### src/rtl/dbg_text_port_pkg.sv
package dbg_text_port_pkg;
  localparam logic [7:0]  OFS_STATUS = 8'h21;
  localparam logic [7:0]  OFS_CHAR   = 8'h23;
  localparam logic [7:0]  OFS_POST   = 8'h41;
  localparam logic [31:0] STATUS_VAL = 32'h0000_000C;
  localparam logic [7:0]  CH_CR      = 8'h0D;
  localparam logic [7:0]  CH_LF      = 8'h0A;
endpackage

### src/rtl/dbg_port_decode.sv
module dbg_port_decode
  import dbg_text_port_pkg::*;
#(
  parameter int ADDR_W = 8,
  parameter int DATA_W = 32
) (
  input  logic [ADDR_W-1:0] addr_i,
  input  logic [7:0]        wbyte_i,
  output logic              hit_char_o,
  output logic              hit_post_o,
  output logic              is_cr_o,
  output logic              is_lf_o,
  output logic [DATA_W-1:0] rdata_o
);
  assign hit_char_o = (addr_i == ADDR_W'(OFS_CHAR));
  assign hit_post_o = (addr_i == ADDR_W'(OFS_POST));
  assign is_cr_o    = (wbyte_i == CH_CR);
  assign is_lf_o    = (wbyte_i == CH_LF);

  always_comb begin
    if (addr_i == ADDR_W'(OFS_STATUS)) rdata_o = DATA_W'(STATUS_VAL);
    else                               rdata_o = '1;
  end
endmodule

### src/rtl/dbg_line_buf.sv
module dbg_line_buf #(
  parameter int LINE_LEN = 80
) (
  input  logic       clk_i,
  input  logic       rst_ni,
  input  logic       push_i,
  input  logic [7:0] byte_i,
  input  logic       flush_i,
  output logic       busy_o,
  output logic       valid_o,
  output logic [7:0] data_o,
  output logic       last_o,
  input  logic       ready_i
);
  localparam int CNT_W = $clog2(LINE_LEN + 1);
  localparam int IDX_W = (LINE_LEN > 1) ? $clog2(LINE_LEN) : 1;

  logic [7:0]       mem_q [LINE_LEN];
  logic [CNT_W-1:0] fill_q, len_q;
  logic [IDX_W-1:0] rd_q;
  logic             drain_q;
  logic             room, pop, end_of_line;

  assign room        = (fill_q < CNT_W'(LINE_LEN));
  assign pop         = drain_q && ready_i;
  assign end_of_line = (CNT_W'(rd_q) + CNT_W'(1)) == len_q;

  // storage needs no reset; only filled slots are ever read
  always_ff @(posedge clk_i) begin
    if (push_i && room) mem_q[fill_q[IDX_W-1:0]] <= byte_i;
  end

  always_ff @(posedge clk_i or negedge rst_ni) begin
    if (!rst_ni) begin
      fill_q  <= '0;
      len_q   <= '0;
      rd_q    <= '0;
      drain_q <= 1'b0;
    end else begin
      if (push_i && room) fill_q <= fill_q + CNT_W'(1);
      if (flush_i) begin
        fill_q <= '0;
        if (fill_q != '0) begin
          drain_q <= 1'b1;
          len_q   <= fill_q;
          rd_q    <= '0;
        end
      end
      if (pop) begin
        rd_q <= rd_q + IDX_W'(1);
        if (end_of_line) drain_q <= 1'b0;
      end
    end
  end

  assign busy_o  = drain_q;
  assign valid_o = drain_q;
  assign data_o  = mem_q[rd_q];
  assign last_o  = drain_q && end_of_line;
endmodule

### src/rtl/dbg_text_port.sv
module dbg_text_port
  import dbg_text_port_pkg::*;
#(
  parameter int ADDR_W   = 8,
  parameter int DATA_W   = 32,
  parameter int LINE_LEN = 80
) (
  input  logic              clk_i,
  input  logic              rst_ni,
  input  logic              req_i,
  input  logic              we_i,
  input  logic [ADDR_W-1:0] addr_i,
  input  logic [DATA_W-1:0] wdata_i,
  output logic [DATA_W-1:0] rdata_o,
  output logic              bus_ready_o,
  output logic              line_valid_o,
  output logic [7:0]        line_data_o,
  output logic              line_last_o,
  input  logic              line_ready_i,
  output logic [3:0]        post_code_o
);
  logic hit_char, hit_post, is_cr, is_lf, busy;
  logic wr_char, push, flush;
  logic [3:0] post_q;
  logic unused_hi;

  assign unused_hi = ^wdata_i[DATA_W-1:8];

  dbg_port_decode #(.ADDR_W(ADDR_W), .DATA_W(DATA_W)) dec_i (
    .addr_i    (addr_i),
    .wbyte_i   (wdata_i[7:0]),
    .hit_char_o(hit_char),
    .hit_post_o(hit_post),
    .is_cr_o   (is_cr),
    .is_lf_o   (is_lf),
    .rdata_o   (rdata_o)
  );

  assign bus_ready_o = !(req_i && we_i && hit_char && busy);
  assign wr_char     = req_i && we_i && hit_char && !busy;
  assign push        = wr_char && !is_cr && !is_lf;
  assign flush       = wr_char && is_lf;

  dbg_line_buf #(.LINE_LEN(LINE_LEN)) buf_i (
    .clk_i  (clk_i),
    .rst_ni (rst_ni),
    .push_i (push),
    .byte_i (wdata_i[7:0]),
    .flush_i(flush),
    .busy_o (busy),
    .valid_o(line_valid_o),
    .data_o (line_data_o),
    .last_o (line_last_o),
    .ready_i(line_ready_i)
  );

  always_ff @(posedge clk_i or negedge rst_ni) begin
    if (!rst_ni)                         post_q <= 4'h0;
    else if (req_i && we_i && hit_post)  post_q <= wdata_i[3:0];
  end

  assign post_code_o = post_q;
endmodule

### config.mk
export PLATFORM = sky130hd
export DESIGN_NAME = dbg_text_port
export DESIGN_NICKNAME = d
export VERILOG_FILES = /design/src/rtl/dbg_text_port_pkg.sv /design/src/rtl/dbg_port_decode.sv /design/src/rtl/dbg_line_buf.sv /design/src/rtl/dbg_text_port.sv
export SDC_FILE = /design/constraint.sdc
export NUM_CORES = 1
export LEC_CHECK = 0
export BUFFER_PORTS_ARGS = -buffer_cell sky130_fd_sc_hd__buf_2
export CORE_ASPECT_RATIO = 0.7
export CORE_MARGIN = 1
export CORE_UTILIZATION = 50
export DETAILED_ROUTE_END_ITERATION = 12
export GPL_TIMING_DRIVEN = 0
export PLACE_DENSITY = 0.65
export SETUP_SLACK_MARGIN = 0.15
export SYNTH_ARGS = -nofsm -noshare
export SYNTH_HDL_FRONTEND = slang
export SYNTH_SLANG_ARGS = --single-unit
### constraint.sdc
create_clock -name clk_i -period 5.2 [get_ports clk_i]
set_input_delay 1.04 -clock clk_i [delete_from_list [all_inputs] [get_ports clk_i]]
set_output_delay 1.04 -clock clk_i [all_outputs]
set_load 0.01 [all_outputs]
Word-level counts from Yosys, hierarchy flattened

Memories as Yosys holds them, arrays and structs flattened.
Cells that the tools add are included.

Register bits after elaboration: 26
Latch bits: 0
RAM bits: 640
Memory bits (read-only): 0
Output and inout bits: 47
Logic and storage cells: 48
Memories kept: 1

Memories:

| name        | depth | width | read ports | clocked after Yosys merged registers in | wr ports | line               | RTL |
|---|---|---|---|---|---|---|---|
| buf_i.mem_q | 80    | 8     | 1          | 0                                       | 1        | dbg_line_buf.sv:18 | `logic [7:0] mem_q [LINE_LEN];` |

Add/subtract/negate cells: 2
Multipliers: 0
Divide/modulo/power cells: 0
$lt $le $gt $ge: 1
Equality and inequality tests: 6
Shift-type cells: 0
Multiplexer cells: 12
Bitwise logic cells: 0
Reduce and logical (&&, ||, !) cells: 21

Operators by type and width:

| cell                  | count |
|---|---|
| $mux W7               | 5 |
| $mux W32              | 1 |
| $eq A8 B4 Y1 const B  | 2 |
| $eq A8 B6 Y1 const B  | 2 |
| $add A7 B1 Y7 const B | 2 |
| $logic_and A1 B1 Y1   | 11 |
| $eq A8 B7 Y1 const B  | 1 |
| $eq A7 B7 Y1          | 1 |
| $lt A7 B7 Y1 const B  | 1 |
| $reduce_bool A7 Y1    | 1 |
| $mux W1               | 6 |
| $reduce_bool A2 Y1    | 3 |
| $logic_not A1 Y1      | 4 |
| $reduce_and A2 Y1     | 2 |

Longest topological paths before layout

Gate-level depths: netlist of the first run.

Depth in word-level cells: 8
Mapped depth: 9
Gate-level depth less buffers: 6

Cells and area by module

A second synthesis of the first run with hierarchy kept.

Cells, all modules: 1,380
Area, all modules: 26,559.2 um2

By module, submodules not included:

| module          | instances | cells each | area each (um2) |
|---|---|---|---|
| dbg_line_buf    | 1         | 1,322      | 26,047.5 |
| dbg_port_decode | 1         | 45         | 331.6 |
| dbg_text_port   | 1         | 13         | 180.2 |

Worst setup path after synthesis of the first run

Ideal clock, no wire load.

Path type: input port to output port
Start point: input port addr_i[3]
End point: output port rdata_o[10]
Data arrival time: 2.401 ns
Required time: 4.160 ns
Slack: 1.759 ns
Stages: 3
Path buffers: 1
Cells stage by stage: nor4_2 -> nand3_1 -> buf_4

Cells in the longest elaborated chain, start to end: 2

Ends and longest elaborated chain:

| item               | line                  | RTL |
|---|---|---|
| start: declaration | dbg_text_port.sv:12   | `input logic [ADDR_W-1:0] addr_i,` |
| $eq A8 B6 Y1       | dbg_port_decode.sv:21 | `if (addr_i == ADDR_W'(OFS_STATUS)) rdata_o = DATA_W'(STATUS_VAL);` |
| $mux W32           | dbg_port_decode.sv:21 |  |
| end: declaration   | dbg_text_port.sv:14   | `output logic [DATA_W-1:0] rdata_o,` |

Every way passes these cells.

Final worst setup path of the first run

Start point: register buf_i.rd_q[1]
End point: output port line_data_o[3]

Cells in the longest elaborated chain, start to end: 1

Ends and longest elaborated chain:

| item                     | line                | RTL |
|---|---|---|
| start: declaration       | dbg_line_buf.sv:20  | `logic [IDX_W-1:0] rd_q;` |
| start signal: assignment | dbg_line_buf.sv:50  | `rd_q <= rd_q + IDX_W'(1);` |
| $mem_v2 Z80 W8           | n/a                 |  |
| end: declaration         | dbg_text_port.sv:17 | `output logic [7:0] line_data_o,` |

Every way passes these cells.

==> impl_results.md, run 1 <==
- Dpl cells: 2,151
- Nets: 1,576
- Register area share after synthesis: 0.7458
- Avg WL per Cell: 29.46 um
- Number of synthesized flops with an enable pin: 640
- Via-per-instance ratio: 6.318
- Startpoint types: flop
- Rows: 70
- Period utilization: 0.9449
- Vias: 14,290
- Post-synthesis cell type count: 66
- Min-Delay Path Class: input port to asynchronous set/reset pin
- Clk pin slew, worst setup/hold paths: 70 ps
- Worst-Margin Slew: 1095 ps
- Die width: 277.9 um
- Share of layout cells above drive strength 1: 0.2359
- Grt peak-use layer: met1
- Largest net degree at the start of global routing: 84
- I/O pins: 92
- CP Max Fanout: 10
- RSZ-0062 raised after global routing: true
- Syn. warnings: 0
- Initial DRC Count: 1,877
- GR Util met1: 0.3895
- Met2 Track Usage GR: 0.3404
- Crit Path Class: flop to output pin
- H-tree depth: 2
- Worst hold-check slack: 463.7 ps
- Setup tns final: 0 ps
- Routing usage on met3: 0.06999
- Utilization after layout: 0.5697
- PD cells: 350.0 nW/um2
- CTS Buffer Depth: 3
- Initial antenna violation count: 1
- Worst Path Required: 4160 ps
- Clk sinks: 666
- Post-CTS setup buffers: 0
- First-pass GRT wire length: 95,890 um
- Final WL: 66,640 um
- Syn Inst Count: 1,401
- ANT nets after route: 0
- Die height: 195.1 um
- Vias in the first global route: 13,800
- Max-slew headroom: 0.2679
- RD Place Congestion: 0.9372
- Fin cells: 2,262
- Leakage power: 9.419 nW
- Starting density of the core: 0.5087
- Clock latency on the worst-skew pair: 620 ps
- Final hold viol count: 0
- Syn Std Cell Area: 26,640 um2
- CTS root buffer: clkbuf_16
- All-Layer GR Usage: 0.2470
- Area Growth Syn to Fin: 11.99%
- Number of synthesized register bits: 666
- Max Fclk: 203.5 MHz
- Final slew viol count: 0
- Buffers on Ports: 65
- CTS buffer count: 59
- Gr ovfl total: 0
- Core footprint: 52,380 um2
- CTS Hold Buffers Added: 0
- Max-cap violations: 0
- # DRC: 0
- DP HPWL: 42,550 um
- Nature of the critical path endpoint: output pin
- First-pass DRT Iterations: 6
- Status: complete, no violations
- Arr. time, crit path: 3870 ps
- DIE AREA: 54,230 um2
- Synth Flop Type: edfxtp_1
- Maximum VDD drop: 0.0002417 V
- Synth Area per Inst: 19.02 um2
- Setup violations, final: 0
- CTS tree: yes
- Tmin final: 4913 ps
- Async SR Flop Fraction: 0.03904
- Clock Skew: 27.53 ps
==> metrics by stage <==
stage | area (um2) | setup WS (ps) | power (mW)
final | 29840 | 286.6 | 10.44
after global routing | 29830 | 118.7 | 10.70
after CTS | 29780 | 177.6 | 10.48
after detailed placement | 27840 | 175.2 | 6.138
after global placement | 27830 | 93.61 | 6.131
after floorplan | 26650 | 1759 | 6.023
==> what timing repair did <==
item,CTS,global route
hold endpoints to repair,0,0
gates cloned,0,0
resized for setup,7,18
setup endpoints to repair,6,8
==> path summary, 6_finish.rpt <==
path	from	end	slack, ps	depth (start not counted)
max	buf_i.rd_q[1]	line_data_o[3]	290	9
min	rst_ni	buf_i.fill_q[4]	460	1
max reg2reg	buf_i.busy_o	buf_i.mem_q[12][0]	1760	6
min reg2reg	buf_i.len_q[5]	buf_i.len_q[5]	500	2
max in group asynchronous	rst_ni	buf_i.fill_q[1]	4310	1
min in group clk_i	buf_i.len_q[5]	buf_i.len_q[5]	500	2
==> worst max-delay path: stages (launching register included) <==
cell and delay, ps:
dfrtp_1 430, buf_2 340, buf_2 320, clkbuf_2 490
mux4_2 400, a22oi_1 340, nand2_1 170, a32oi_2 360
o2bb2ai_1 220, buf_2 190
==> flip-flops by register name (all words and copies together), names as in the netlist <==
register,cells
buf_i.rd_q,7
buf_i.mem_q,640
buf_i.busy_o,1
post_code_o,4
buf_i.fill_q,7
buf_i.len_q,7
==> layout make-up <==
class                           instances  area (um2)
Timing Repair Buffer                   65       345.3
Sequential cell                       666       19870
Clock inverter                         41       374.1
Buffer                                101       621.8
Inverter                                8       30.03
Multi-Input combinational cell        627        6181
Antenna cell                            1       2.502
Tap cell                              684       855.8
Fill cell                            3964       22540
Clock buffer                           69        1556
==> synthesized netlist by cell type (8+ instances only) <==
cell | number | area [um2]
dfrtp_1 | 26 | 650.6
nand2_1 | 78 | 292.8
mux2i_1 | 79 | 790.8
a221oi_1 | 10 | 87.58
nand3_1 | 8 | 40.04
mux4_2 | 129 | 2905
inv_1 | 8 | 30.03
a22oi_1 | 42 | 315.3
a32oi_1 | 13 | 113.9
nor2b_1 | 14 | 87.58
buf_4 | 41 | 307.8
clkbuf_1 | 33 | 123.9
edfxtp_1 | 640 | 19220
o22ai_1 | 14 | 87.58
buf_2 | 15 | 75.07
o21ai_0 | 17 | 85.08
nor2_1 | 106 | 397.9
xnor2_1 | 9 | 78.83
==> placed cells by master (no fill, tap or decap), types with 17 or more instances in the layout <==
cell type	synthesis	layout
edfxtp_1	640	640
nor2_1	106	105
a22oi_1	42	42
clkbuf_16	0	61
mux4_2	129	129
buf_2	15	71
buf_4	41	49
o21ai_0	17	17
nand2_1	78	78
clkinv_1	0	19
clkbuf_1	33	30
mux2i_1	79	79
dfrtp_1	26	26
==> kinds of logic after synthesis <==
family / after synthesis / synth area share
mux: 212 / 0.1404
buf+inv: 109 / 0.02386
other cells: 1 / 0.0001408
fa+ha+maj: 3 / 0.001409
compound gates: 143 / 0.04020
xor+xnor: 11 / 0.003616
simple gates: 256 / 0.04457
flops: 666 / 0.7458
==> routing by layer <==
| metal | routed length [um] | share of wire |
|---|---|---|
| met5 | 0 | 0 |
| met4 | 1363 | 0.020 |
| met3 | 7230 | 0.11 |
| met2 | 28300 | 0.42 |
| met1 | 29750 | 0.45 |
==> report_power, final <==
group	switching (mW)	total, mW	internal [mW]
clock	1.94	4.42	2.48
combinational	0.115	0.141	0.0261
sequential	0.00157	5.88	5.88
total	2.06	10.4	8.38
Power figures use the tool's default switching activity.
==> run 2: changes to the inputs <==
--- a/config.mk
+++ b/config.mk
@@ -9,6 +9,7 @@
 export CORE_ASPECT_RATIO = 0.7
 export CORE_MARGIN = 1
 export CORE_UTILIZATION = 50
+export CTS_BUF_LIST = sky130_fd_sc_hd__clkbuf_4 sky130_fd_sc_hd__clkbuf_8
 export DETAILED_ROUTE_END_ITERATION = 12
 export GPL_TIMING_DRIVEN = 0
 export PLACE_DENSITY = 0.65
==> constraint.sdc (replaced) <==
create_clock -name clk_i -period 5.2 [get_ports clk_i]
set_input_delay 0.52 -clock clk_i [delete_from_list [all_inputs] [get_ports clk_i]]
set_output_delay 0.52 -clock clk_i [all_outputs]
set_load 0.01 [all_outputs]
==> run 2 against run 1 <==
- register-to-register slack hardly changed
- flip-flop and latch count stayed put
- final area is 0.22% lower
- largest power group unchanged
- clock-buffer cell count is 58 higher
- final cell count is 3.0% higher
- worst hold slack worse by 250 ps
- maximum frequency is 1.8% lower
- first-iteration DRC count is 3.8% lower
- largest cell class unchanged
- core utilization is 0.13 points lower
- power is 2.4% lower
- wire length is 0.29% higher
- critical path type unchanged
==> impl_results.md, run 2 (synthesis gave the netlist of run 1 again) <==
- Clock latency on the worst-skew pair: 670 ps (was 620 ps)
- Crit Path Class: flop to output pin (unchanged)
- Startpoint types: flop (unchanged)
- Hold depth: 3
- Worst Path Required: 4680 ps (was 4160 ps)
- I/O pins: 92 (unchanged)
- Total power: 10.19 mW (was 10.44 mW)
- Setup violations, final: 0 (unchanged)
- Rows: 70 (unchanged)
- Final WS setup: 195.8 ps (was 286.6 ps)
- CTS Buffer Depth: 3 (unchanged)
- Clk pin slew, worst setup/hold paths: 60 ps (was 70 ps)
- Period utilization: 0.9623 (was 0.9449)
- Final hold viol count: 0 (unchanged)
- Reg-to-reg slack, setup: 1750 ps (was 1760 ps)
- Clk sinks: 666 (unchanged)
- Vias in the first global route: 13,950 (was 13,800)
- Leakage power: 9.448 nW (was 9.419 nW)
- All-Layer GR Usage: 0.2490 (was 0.2470)
- Core footprint: 52,380 um2 (unchanged)
- Setup tns final: 0 ps (unchanged)
- Fill cells: 3,974 (was 3,964)
- Max reg flops: 640 (unchanged)
- Fin cells: 2,329 (was 2,262)
- Worst r2r dst: buf_i.mem_q[2][0] (was buf_i.mem_q[12][0])
- CP Max Fanout: 10 (unchanged)
- Arr. time, crit path: 4480 ps (was 3870 ps)
- CTS tree: yes (unchanged)
- CTS buffer count: 96 (was 59)
- Buffers on Ports: 65 (unchanged)
- Max-slew headroom: 0.2366 (was 0.2679)
- Min-Delay Endpoint: buf_i.busy_o
- Vias: 14,400 (was 14,290)
- Largest net degree at the start of global routing: 84 (unchanged)
- Nets: 1,614 (was 1,576)
- Ant. Diodes: 0 (was 1)
- Register area: 19,870 um2 (unchanged)
- Status: complete, no violations (unchanged)
- Tmin final: 5004 ps (was 4913 ps)
- Die height: 195.1 um (unchanged)
- First-pass GRT wire length: 96,140 um (was 95,890 um)
- Initial antenna violation count: 1 (unchanged)
- Final WL: 66,840 um (was 66,640 um)
- H-tree depth: 3 (was 2)
- Min-Delay Path Class: input port to flop (was input port to asynchronous set/reset pin)
- Maximum VDD drop: 0.0002462 V (was 0.0002417 V)
- Hold wc startpoint: line_ready_i
- RD Place Congestion: 0.9372 (unchanged)
- DIE AREA: 54,230 um2 (unchanged)
- Area of the multi-input gates: 6141 um2 (was 6181 um2)
- Share of layout cells above drive strength 1: 0.2578 (was 0.2359)
- Starting density of the core: 0.5087 (unchanged)
- Final slew viol count: 0 (unchanged)
- RSZ-0062 raised after global routing: false (was true)
- Initial DRC Count: 1,805 (was 1,877)
- Via-per-instance ratio: 6.181 (was 6.318)
- Worst-Margin Slew: 1142 ps (was 1095 ps)
- Commonest non-fill, non-tap cell in the layout: edfxtp_1 (unchanged)
- First-pass DRT Iterations: 6 (unchanged)
- CTS root buffer: clkbuf_8 (was clkbuf_16)
- Clock Skew: 30.23 ps (was 27.53 ps)
- DP HPWL: 42,550 um (unchanged)
- Gr ovfl total: 0 (unchanged)
- Area Growth Syn to Fin: 11.74% (was 11.99%)
- # DRC: 0 (unchanged)
- PD cells: 342.4 nW/um2 (was 350.0 nW/um2)
- Max-cap violations: 0 (unchanged)
- R2R cell count: 5 (was 6)
- Setup slack at placement: 695.2 ps (was 175.2 ps)
- Max Fclk: 199.8 MHz (was 203.5 MHz)
- Die width: 277.9 um (unchanged)
- R2R Path Start: buf_i.busy_o (unchanged)
- ANT nets after route: 0 (unchanged)
- Avg WL per Cell: 28.70 um (was 29.46 um)
- Dpl cells: 2,151 (unchanged)
- Most frequent cells in the layout: edfxtp_1, mux4_2, nor2_1 (unchanged)
- Nature of the critical path endpoint: output pin (unchanged)
-- run 2: through the flow --
step | utilization | cell area [um2] | hold slack, ps
after floorplan | - | 26650 | 224.4
after global placement | 0.5313 | 27830 | 481.2
after detailed placement | 0.5315 | 27840 | 480.8
after CTS | 0.5682 | 29760 | 179.6
after global routing | 0.5684 | 29770 | 190.7
final | 0.5684 | 29770 | 209.5
-- run 2: worst max-delay path: stages (launching register included) --
cell and delay, ps:
dfrtp_1 440, buf_2 340, buf_2 320, clkbuf_1 850, mux4_2 440, a22oi_1 250
nand2_1 120, a32oi_1 560, o2bb2ai_1 280, buf_2 210
-- run 2: report_power, final --
group	internal, mW	total, mW	switching (mW)
registers	5.88	5.88	0.00156
logic	0.0265	0.142	0.116
clock network	2.19	4.17	1.98
-- run 2: layout make-up --
type | instances | area share
Sequential cell | 666 | 0.6674
Multi-Input combinational cell | 627 | 0.2063
Clock buffer | 127 | 0.05325
Tap cell | 684 | 0.02875
Buffer | 101 | 0.02047
Timing Repair Buffer | 66 | 0.01194
Clock inverter | 50 | 0.01089
Inverter | 8 | 0.001009
-- run 2: what timing repair did --
action	4_1_cts	5_1_grt
hold buffers	1	0
endpoints found under the setup margin	0	4
setup buffers	0	0
endpoints found under the hold margin	26	0
gates resized for setup	0	9
-- run 2: how the worst max path moves through the flow --
stage	start	to	slack [ps]	depth (start not counted)
after floorplan	buf_i.rd_q[0]	line_data_o[2]	2660	8
after global placement	wdata_i[1]	buf_i.mem_q[3][4]	610	6
after detailed placement	wdata_i[4]	buf_i.mem_q[2][3]	700	6
after CTS	buf_i.rd_q[1]	line_data_o[3]	260	9
after global routing	buf_i.rd_q[1]	line_data_o[4]	170	9
final	buf_i.rd_q[1]	line_data_o[0]	200	9
-- run 2: per-layer routing --
layer	GRT usage	routed length [um]	up-vias
li1	-	-	6015
met1	0.3946	30270	7489
met2	0.3355	27770	775
met3	0.07023	7298	114
met4	0.06834	1487	2
met5	0	7	-
